**src/rtl/vfd_scan_pkg.sv**
```systemverilog
package vfd_scan_pkg;

  // system-clock offset inside a slot where the first serial bit begins
  localparam int unsigned SHIFT_START = 3;

  typedef struct packed {
    logic fetch;   // request the next column
    logic load;    // capture returned column
    logic sh_lo;   // low phase of a serial bit
    logic latch;   // end-of-slot latch
  } scan_strobe_t;

endpackage

```
**src/rtl/vfd_slot_timer.sv**
```systemverilog
module vfd_slot_timer
  import vfd_scan_pkg::*;
#(
  parameter int NUM_GRIDS  = 64,
  parameter int SLOT_CLKS  = 160,
  parameter int SHIFT_BITS = 64
) (
  input  logic                            clk,
  input  logic                            rst,
  output scan_strobe_t                    stb,
  output logic [$clog2(SHIFT_BITS)-1:0]   bit_idx,
  output logic [$clog2(NUM_GRIDS)-1:0]    next_slot,
  output logic                            running,
  output logic                            blank_set_ad,
  output logic                            blank_set_bc,
  output logic                            grid_blank
);
  localparam int CW = $clog2(SLOT_CLKS);
  localparam int GW = $clog2(NUM_GRIDS);
  localparam int BW = $clog2(SHIFT_BITS);
  localparam logic [CW-1:0] LAST_C  = CW'(SLOT_CLKS - 1);
  localparam logic [CW-1:0] START_C = CW'(SHIFT_START);
  localparam logic [CW-1:0] END_C   = CW'(SHIFT_START + 2 * SHIFT_BITS);
  localparam logic [GW-1:0] TOP_G   = GW'(NUM_GRIDS - 1);

  logic [CW-1:0] cnt;
  logic [CW-1:0] rel;
  logic [GW-1:0] slot;
  logic          in_win;

  always_comb begin
    rel          = cnt - START_C;
    in_win       = (cnt >= START_C) && (cnt < END_C);
    stb.fetch    = (cnt == '0);
    stb.load     = (cnt == CW'(2));
    stb.sh_lo    = in_win && !rel[0];
    stb.latch    = (cnt == LAST_C);
    bit_idx      = BW'(rel >> 1);
    next_slot    = (slot == TOP_G) ? '0 : slot + 1'b1;
  end

  always_ff @(posedge clk) begin
    if (rst) begin
      cnt          <= '0;
      slot         <= TOP_G;
      running      <= 1'b0;
      blank_set_ad <= 1'b1;
      blank_set_bc <= 1'b1;
      grid_blank   <= 1'b1;
    end else if (stb.latch) begin
      cnt          <= '0;
      slot         <= next_slot;
      running      <= 1'b1;
      grid_blank   <= 1'b0;
      blank_set_ad <= next_slot[0];
      blank_set_bc <= ~next_slot[0];
    end else begin
      cnt <= cnt + 1'b1;
    end
  end

  assert_cnt_bound_R2: assert property (@(posedge clk) disable iff (rst)
    !stb.latch |=> (cnt != '0));

endmodule

```
**src/rtl/vfd_anode_shifter.sv**
```systemverilog
module vfd_anode_shifter
  import vfd_scan_pkg::*;
#(
  parameter int NUM_GRIDS  = 64,
  parameter int NUM_ANODES = 64,
  parameter int SHIFT_BITS = 64
) (
  input  logic                           clk,
  input  logic                           rst,
  input  scan_strobe_t                   stb,
  input  logic [$clog2(SHIFT_BITS)-1:0]  bit_idx,
  input  logic [$clog2(NUM_GRIDS)-1:0]   next_slot,
  output logic                           fb_rd_en,
  output logic [$clog2(NUM_GRIDS)-1:0]   fb_addr,
  input  logic [NUM_ANODES-1:0]          fb_rdata,
  output logic                           anode_sdata,
  output logic                           anode_sclk,
  output logic                           anode_lat
);
  localparam int BW = $clog2(SHIFT_BITS);
  localparam logic [BW:0] A_LIM = (BW+1)'(NUM_ANODES);

  logic [NUM_ANODES-1:0] shreg;
  logic                  bit_ok;

  assign bit_ok = stb.sh_lo && ({1'b0, bit_idx} < A_LIM);

  always_ff @(posedge clk) begin
    if (rst) begin
      fb_rd_en    <= 1'b0;
      fb_addr     <= '0;
      shreg       <= '0;
      anode_sdata <= 1'b0;
      anode_sclk  <= 1'b1;
      anode_lat   <= 1'b0;
    end else begin
      fb_rd_en  <= stb.fetch;
      anode_lat <= stb.latch;
      if (stb.fetch) fb_addr <= next_slot;
      if (stb.load) begin
        shreg <= fb_rdata;
      end else if (bit_ok) begin
        shreg <= {shreg[NUM_ANODES-2:0], 1'b0};
      end
      if (bit_ok) begin
        anode_sclk  <= 1'b0;
        anode_sdata <= shreg[NUM_ANODES-1];
      end else begin
        anode_sclk  <= 1'b1;
      end
    end
  end

  assert_anode_sclk_high_at_latch_R8: assert property (@(posedge clk) disable iff (rst)
    anode_lat |-> anode_sclk);
  assert_fetch_single_R6: assert property (@(posedge clk) disable iff (rst)
    fb_rd_en |=> !fb_rd_en);

endmodule

```
**src/rtl/vfd_grid_feeder.sv**
```systemverilog
module vfd_grid_feeder #(
  parameter int NUM_GRIDS  = 64,
  parameter int SHIFT_BITS = 64
) (
  input  logic                           clk,
  input  logic                           rst,
  input  logic                           sh_lo,
  input  logic                           latch,
  input  logic [$clog2(SHIFT_BITS)-1:0]  bit_idx,
  input  logic [$clog2(NUM_GRIDS)-1:0]   next_slot,
  input  logic                           running,
  output logic                           grid_sdata,
  output logic                           grid_sclk,
  output logic                           grid_lat
);
  localparam int BW = $clog2(SHIFT_BITS);
  localparam int GW = $clog2(NUM_GRIDS);
  localparam logic [BW:0]   G_LIM  = (BW+1)'(NUM_GRIDS);
  localparam logic [BW-1:0] G_LAST = BW'(NUM_GRIDS - 1);

  logic active;
  logic value;

  always_comb begin
    if (running) begin
      // one shift per slot; a 1 enters ahead of slots 0 and 1
      active = sh_lo && (bit_idx == '0);
      value  = (next_slot == '0) || (next_slot == GW'(1));
    end else begin
      // preparation: full pattern, first bit lands on the last grid
      active = sh_lo && ({1'b0, bit_idx} < G_LIM);
      value  = (bit_idx == '0) || (bit_idx == G_LAST);
    end
  end

  always_ff @(posedge clk) begin
    if (rst) begin
      grid_sdata <= 1'b0;
      grid_sclk  <= 1'b1;
      grid_lat   <= 1'b0;
    end else begin
      grid_lat <= latch;
      if (active) begin
        grid_sclk  <= 1'b0;
        grid_sdata <= value;
      end else begin
        grid_sclk  <= 1'b1;
      end
    end
  end

  assert_grid_sclk_high_at_latch_R8: assert property (@(posedge clk) disable iff (rst)
    grid_lat |-> grid_sclk);

endmodule

```
**src/rtl/vfd_overlap_scan.sv**
```systemverilog
module vfd_overlap_scan
  import vfd_scan_pkg::*;
#(
  parameter int NUM_GRIDS  = 64,
  parameter int NUM_ANODES = 64,
  parameter int SLOT_CLKS  = 160
) (
  input  logic                          clk,
  input  logic                          rst,
  output logic                          fb_rd_en,
  output logic [$clog2(NUM_GRIDS)-1:0]  fb_addr,
  input  logic [NUM_ANODES-1:0]         fb_rdata,
  output logic                          anode_sdata,
  output logic                          anode_sclk,
  output logic                          anode_lat,
  output logic                          blank_set_ad,
  output logic                          blank_set_bc,
  output logic                          grid_sdata,
  output logic                          grid_sclk,
  output logic                          grid_lat,
  output logic                          grid_blank
);
  localparam int SHIFT_BITS = (NUM_ANODES > NUM_GRIDS) ? NUM_ANODES : NUM_GRIDS;
  localparam int BW = $clog2(SHIFT_BITS);
  localparam int GW = $clog2(NUM_GRIDS);

  if (SLOT_CLKS < 2 * SHIFT_BITS + 4 || (NUM_GRIDS % 2) != 0 || NUM_GRIDS < 4
      || NUM_ANODES < 2) begin : g_bad_cfg
    $error("vfd_overlap_scan: slot too short or grid count not even");
  end

  scan_strobe_t  stb;
  logic [BW-1:0] bit_idx;
  logic [GW-1:0] next_slot;
  logic          running;

  vfd_slot_timer #(
    .NUM_GRIDS (NUM_GRIDS),
    .SLOT_CLKS (SLOT_CLKS),
    .SHIFT_BITS(SHIFT_BITS)
  ) u_timer (
    .clk         (clk),
    .rst         (rst),
    .stb         (stb),
    .bit_idx     (bit_idx),
    .next_slot   (next_slot),
    .running     (running),
    .blank_set_ad(blank_set_ad),
    .blank_set_bc(blank_set_bc),
    .grid_blank  (grid_blank)
  );

  vfd_anode_shifter #(
    .NUM_GRIDS (NUM_GRIDS),
    .NUM_ANODES(NUM_ANODES),
    .SHIFT_BITS(SHIFT_BITS)
  ) u_anode (
    .clk        (clk),
    .rst        (rst),
    .stb        (stb),
    .bit_idx    (bit_idx),
    .next_slot  (next_slot),
    .fb_rd_en   (fb_rd_en),
    .fb_addr    (fb_addr),
    .fb_rdata   (fb_rdata),
    .anode_sdata(anode_sdata),
    .anode_sclk (anode_sclk),
    .anode_lat  (anode_lat)
  );

  vfd_grid_feeder #(
    .NUM_GRIDS (NUM_GRIDS),
    .SHIFT_BITS(SHIFT_BITS)
  ) u_grid (
    .clk       (clk),
    .rst       (rst),
    .sh_lo     (stb.sh_lo),
    .latch     (stb.latch),
    .bit_idx   (bit_idx),
    .next_slot (next_slot),
    .running   (running),
    .grid_sdata(grid_sdata),
    .grid_sclk (grid_sclk),
    .grid_lat  (grid_lat)
  );

  assert_latch_pair_R2: assert property (@(posedge clk) disable iff (rst)
    anode_lat == grid_lat);
  assert_latch_one_cycle_R2: assert property (@(posedge clk) disable iff (rst)
    anode_lat |=> !anode_lat);
  assert_blank_moves_at_latch_R7: assert property (@(posedge clk) disable iff (rst)
    ((blank_set_ad != $past(blank_set_ad)) || (blank_set_bc != $past(blank_set_bc)))
      |-> anode_lat);
  assert_single_set_enabled_R7: assert property (@(posedge clk) disable iff (rst)
    !grid_blank |-> (blank_set_ad ^ blank_set_bc));
  assert_grid_unblank_at_latch_R9: assert property (@(posedge clk) disable iff (rst)
    $fell(grid_blank) |-> grid_lat);

endmodule

```
**config.mk**
```make
export PLATFORM = sky130hd
export DESIGN_NAME = vfd_overlap_scan
export DESIGN_NICKNAME = d
export VERILOG_FILES = /design/src/rtl/vfd_scan_pkg.sv /design/src/rtl/vfd_slot_timer.sv /design/src/rtl/vfd_anode_shifter.sv /design/src/rtl/vfd_grid_feeder.sv /design/src/rtl/vfd_overlap_scan.sv
export SDC_FILE = /design/constraint.sdc
export NUM_CORES = 1
export LEC_CHECK = 0
export CORE_MARGIN = 2
export CORE_UTILIZATION = 25
export CTS_CLUSTER_SIZE = 28
export DETAILED_ROUTE_END_ITERATION = 16
export MAX_ROUTING_LAYER = met4
export PLACE_DENSITY = 0.53
export RECOVER_POWER = 50
export REMOVE_ABC_BUFFERS = 1
export SETUP_SLACK_MARGIN = 0.1
export SLEW_MARGIN = 10
export SYNTH_ARGS = -nofsm -noshare
export SYNTH_HDL_FRONTEND = slang
export SYNTH_SLANG_ARGS = --single-unit
```
**constraint.sdc**
```tcl
create_clock -name clk -period 2.7 [get_ports clk]
set_input_delay 0.27 -clock clk [delete_from_list [all_inputs] [get_ports clk]]
set_output_delay 0.27 -clock clk [all_outputs]
set_load 0.01 [all_outputs]
```
After elaboration in Yosys (flattened, before gate mapping)

Cells that the tools add are included.

Latch bits: 0
Input bits: 66
ROM bits: 0
Memory bits (writable): 0
Register bits after elaboration: 94
Memories: 0
Output and inout bits: 16

Eq/ne operators: 5
$lt $le $gt $ge: 2
Add/subtract/negate cells: 3
Divide/modulo/power cells: 0
Reductions and logical operators: 11
Multipliers: 0
Multiplexer cells: 7
Bitwise operators: 1
Shift operators: 0

Operators with widths:

| operator                                            | count |
|---|---|
| two-way mux 64 bit                                  | 2 |
| equality test 6 bit, second input constant          | 2 |
| logical NOT 6 bit                                   | 2 |
| adder 8 x 1 -> 8 bit, second input constant         | 1 |
| equality test 8 x 2 -> 1 bit, second input constant | 1 |
| equality test 8 bit, second input constant          | 1 |
| >= comparator 8 x 2 -> 1 bit, second input constant | 1 |
| logical NOT 8 bit                                   | 1 |
| < comparator 8 bit, second input constant           | 1 |
| subtractor 7 x 2 -> 7 bit, second input constant    | 1 |
| adder 6 x 1 -> 6 bit, second input constant         | 1 |
| equality test 6 x 1 -> 1 bit, second input constant | 1 |
| two-way mux 6 bit                                   | 1 |
| two-way mux 1 bit                                   | 4 |
| logical AND 1 bit                                   | 3 |
| logical OR 1 bit                                    | 2 |
| nonzero test 2 bit                                  | 1 |
| OR reduction 2 bit                                  | 1 |
| logical NOT 1 bit                                   | 1 |
| NOT 1 bit                                           | 1 |

Logic depth before layout (Yosys ltp)

Depth after elaboration: 6
Gate-level depth with buffers: 8

Modules after synthesis

A second synthesis with hierarchy kept.

Cell total of the unflattened synthesis: 448
Area total of the unflattened synthesis: 4476.8 sq um

By module, submodules not included:

| module            | area an instance (sq um) | cells each | instances |
|---|---|---|---|
| vfd_anode_shifter | 3328.2                   | 314        | 1 |
| vfd_slot_timer    | 979.7                    | 115        | 1 |
| vfd_grid_feeder   | 168.9                    | 19         | 1 |

Worst setup path after synthesis

No wires, ideal clock.

Kind: reg2reg
Start: register u_timer.cnt[2]
End: register u_grid.grid_sdata
Setup slack: 399 ps
Data arrival time: 2185 ps
Cell stages (with the launch flop): 9
Buffers on the path: 3
Cell sequence: dfxtp_1 > buf_2 > or4_1 > or3_4 > mux2i_4 > buf_6 > buf_6 > o211ai_1 > o211a_1

Word-level cells in the longest chain between the ends: 5
Elaborated cells on any way between the ends: 11
Those cells by class: 1 x add/sub; 2 x order compare; 1 x eq/ne; 2 x mux; 5 x reduce/logical

Ends and longest elaborated chain:

| item                                                              | RTL line              | RTL |
|---|---|---|
| start: declaration                                                | vfd_slot_timer.sv:26  | `logic [CW-1:0] cnt;` |
| start signal: assignment                                          | vfd_slot_timer.sv:58  | `cnt <= cnt + 1'b1;` |
| branches (longest 5 deep; another with subtractor 7 x 2 -> 7 bit) | --                    |  |
| end signal: assignment                                            | vfd_grid_feeder.sv:45 | `grid_sdata <= value;` |
| end: declaration                                                  | vfd_grid_feeder.sv:12 | `output logic grid_sdata,` |

Several ways; the timed one is not identified.
A chain may end at the register's enable or synchronous reset.

Worst setup path in the final report

Start: register u_timer.cnt[2]
End: register u_anode.shreg[56]

Word-level cells in the longest chain between the ends: 4
Elaborated cells on any way between the ends: 7
Those cells by class: 2 x order compare; 1 x eq/ne; 1 x mux; 3 x reduce/logical

Ends and longest elaborated chain:

| item                                                               | RTL line                | RTL |
|---|---|---|
| >= comparator 8 x 2 -> 1 bit or < comparator 8 bit (tied branches) | vfd_slot_timer.sv:33    | `in_win = (cnt >= START_C) && (cnt < END_C);` |
| logical AND 1 bit                                                  | vfd_slot_timer.sv:33    |  |
| logical AND 1 bit                                                  | vfd_slot_timer.sv:36    | `stb.sh_lo = in_win && !rel[0];` |
| nonzero test 2 bit (no source line)                                | --                      |  |
| end signal: assignment                                             | vfd_anode_shifter.sv:41 | `shreg <= fb_rdata;` |
| end signal: assignment                                             | vfd_anode_shifter.sv:43 | `shreg <= {shreg[NUM_ANODES-2:0], 1'b0};` |
| end: declaration                                                   | vfd_anode_shifter.sv:23 | `logic [NUM_ANODES-1:0] shreg;` |

Parallel ways exist; a longest one is shown, timed or not.

==> implementation parameters <==
Parameter                              Value

Status
  Result of the run ... finished clean

Routing
  Drt first pass iters ... 4
  Antenna Violating Nets Remaining ... 0
  Via count ... 3310
  Initial DRC Count ... 183
  Aggregate routed wire length ... 9.34 mm
  Ratio of routed vias to standard cells ... 4.54
  Wire per inst ... 12.8 um
  Count of unresolved DRC violations after routing ... 0

Global route
  Largest net degree at the start of global routing ... 128
  Initial antenna violation count ... 0
  Global route total overflow ... 0
  Overall global routing resource usage ... 0.111
  Vias in the first global route ... 3317
  Wire length of the first global-routing pass ... 15.8 mm

Synthesis
  Yosys top cell by area ... dfxtp_1
  Seq/Total Area, Yosys ... 0.443
  Syn avg cell area ... 9.38 um2
  Synthesized instance count ... 448
  Post-synthesis cell area ... 0.00420 mm2
  Top area cells in the synthesized netlist ... dfxtp_1 44%, mux2i_1 15%, a211oi_1 12%, nor2_1 7.2%, clkbuf_1 2.8%
  Count of flip-flops with a built-in enable after synthesis ... 0
  Most used flip-flop cell after synthesis ... dfxtp_1
  Library cells used by synthesis ... 44
  Number of warnings reported in the yosys synthesis log ... 0
  Ys async rst share ... 0
  Top cells by instance count after synthesis ... 93 x dfxtp_1, 81 x nor2_1, 66 x a211oi_1, 64 x mux2i_1, 31 x clkbuf_1
  Synth top area share ... 0.443
  Count leader, synth ... dfxtp_1
  Number of flip-flops and latches in the synthesized netlist ... 93

Finish
  Non-filler cells, final ... 729
  Finished Core Util ... 0.330
  Layout cell share with drive strength beyond 1 ... 0.0511
  Sequential standard cell area ... 0.00186 mm2
  Signed area change from the synthesized netlist to the final layout ... 29.8%
  Multi-input gate area ... 0.00213 mm2
  Filler Cell Count ... 1707
  Nets@finish ... 575
  Number of antenna diodes ... 0

Clock network
  Clock root cell ... clkbuf_16
  H-tree levels ... 3
  Number of clock buffers inserted by TritonCTS ... 9
  Clock insertion delay at the later pin of the skew report ... 340 ps
  Maximum buffer depth of the clock tree ... 2
  Sink count of the clock tree ... 93
  Clock tree from TritonCTS ... yes
  Clock slew seen by the registers of the worst setup and hold paths ... 70 ps
  Cts-stage hold buffer count ... 0
  Number of gates given a new drive strength after cts ... 0
  Buffer count from post-CTS setup fixing ... 0

Placed design
  DP Worst Slack ... 296 ps
  Global placer's final weighted congestion ... 0.843
  Number of buffers inserted by port buffering ... 81
  Sum of net half-perimeters after detailed placement ... 6.12 mm
  Number of placed instances with taps included ... 713

STA
  Setup repair after global routing missed its margin ... false
  Max-slew violation total from the final report ... 0
  Final setup violation count ... 0
  Fin. Hold Viols ... 0
  Slew Limit Headroom ... 0.627
  Worst Skew ... 9.13 ps
  Final period utilization ... 0.907
  Max Fclk ... 408 MHz
  Transition time at the pin with the least slew margin ... 553 ps
  Least setup slack across all paths after layout ... 251 ps
  Final period demand of the worst path ... 2450 ps

Worst setup path
  Worst path required time ... 2940 ps
  Worst Path Class, Setup ... register to register
  Setup crit end kind ... register
  Data arrival time of the critical path ... 2690 ps
  Largest driver fanout on the critical path ... 47
  Element type at the critical path start ... register

Floorplan
  Core footprint ... 0.0165 mm2
  Number of rows created at floorplan ... 47
  Floorplan die area ... 0.0179 mm2
  Width of the chip ... 134 um
  Num ports ... 82
  Floorplan die height ... 134 um
  Initial Utilization ... 0.254

Min path
  Min-delay worst type ... primary input to register

Pwr
  Leakage ... 1.87 nW
  Post-layout power ... 0.00320 W
  PD cells ... 587 mW/mm2
  IR drop worst, VDD ... 0.297 mV

Run
  Max-capacitance violation count ... 0
## final cells by class
class	count	share of cell area
multi-input cells	310	0.390
flip-flops and latches	93	0.341
repair buffers	86	0.161
well taps	220	0.0505
clock buffers	11	0.0463
clock inverters	5	0.00757
inverters	4	0.00275
## critical path: stages (launching register included)
cell and delay [ps]:
dfxtp_1 380, or4_1 570, or3_1 420, mux2i_4 230, buf_12 320, mux2i_1 130
a211oi_1 280
## final timing paths
check	start	end	slack [ps]	cells past startpoint
setup / recovery	u_timer.cnt[2]	u_anode.shreg[56]	250	6
hold / removal	rst	u_anode.anode_lat	350	2
setup reg to reg	u_timer.cnt[2]	u_anode.shreg[56]	250	6
hold reg to reg	u_anode.fb_addr[0]	u_anode.fb_addr[0]	460	2
## stage by stage
step | hold slack (ps) | setup TNS (ps) | cell area, um2
global route | 364 | 0 | 5450
global placement | 440 | 0 | 5170
CTS | 335 | 0 | 5460
finish | 345 | 0 | 5450
detailed placement | 452 | 0 | 5170
floorplan | 339 | -67060 | 4000
## metal layers
layer  vias up  global-route usage  share of wire  wire, um
li1       1721                   -              -         -
met1      1517               0.139           0.48      4520
met2        61               0.172           0.45      4240
met3        11              0.0320          0.048       446
met4         0              0.0361          0.015       144
met5         -                   -              0         0
## kinds of logic (layout without fill, tap and decap cells)
family,Yosys count,after routing,synth area share
simple gates,132,132,0.142
compound gates,95,95,0.165
flops,93,93,0.443
mux,65,65,0.158
buf+inv,45,106,0.0506
xor+xnor,13,13,0.0271
fa+ha+maj,5,5,0.0149
## where the power goes
part / total [W] / internal [W] / switching (W)
clock network: 0.00123 / 0.000682 / 0.000543
registers: 0.00154 / 0.00148 / 0.0000591
logic: 0.000439 / 0.000231 / 0.000207
total: 0.00320 / 0.00239 / 0.000810
## cell usage in the layout (no fill, tap or decap), types with 4 or more instances in the layout
cell type,synthesis,routed
nand3_1,9,9
nand2_1,11,10
clkbuf_16,0,9
xnor2_1,5,5
xor2_1,8,8
dlygate4sd3_1,0,16
and3_1,5,5
mux2i_1,64,64
a211oi_1,66,66
o21ai_0,4,4
nor3_1,8,8
inv_1,4,4
clkdlybuf4s50_1,0,64
ha_1,5,5
a21oi_1,9,9
dfxtp_1,93,93
nor2_1,81,81
## sequential cells by signal, summed over array words and instances (netlist names)
name,count
u_timer.cnt,8
u_anode.fb_rd_en,1
u_timer.running,1
u_anode.anode_sclk,1
u_anode.anode_sdata,1
u_timer.slot,6
u_timer.blank_set_bc,1
u_grid.grid_sclk,1
u_anode.anode_lat,1
u_anode.shreg,64
u_grid.grid_sdata,1
u_anode.fb_addr,6
u_timer.grid_blank,1
Note: power is estimated with default switching activity, not from simulation.
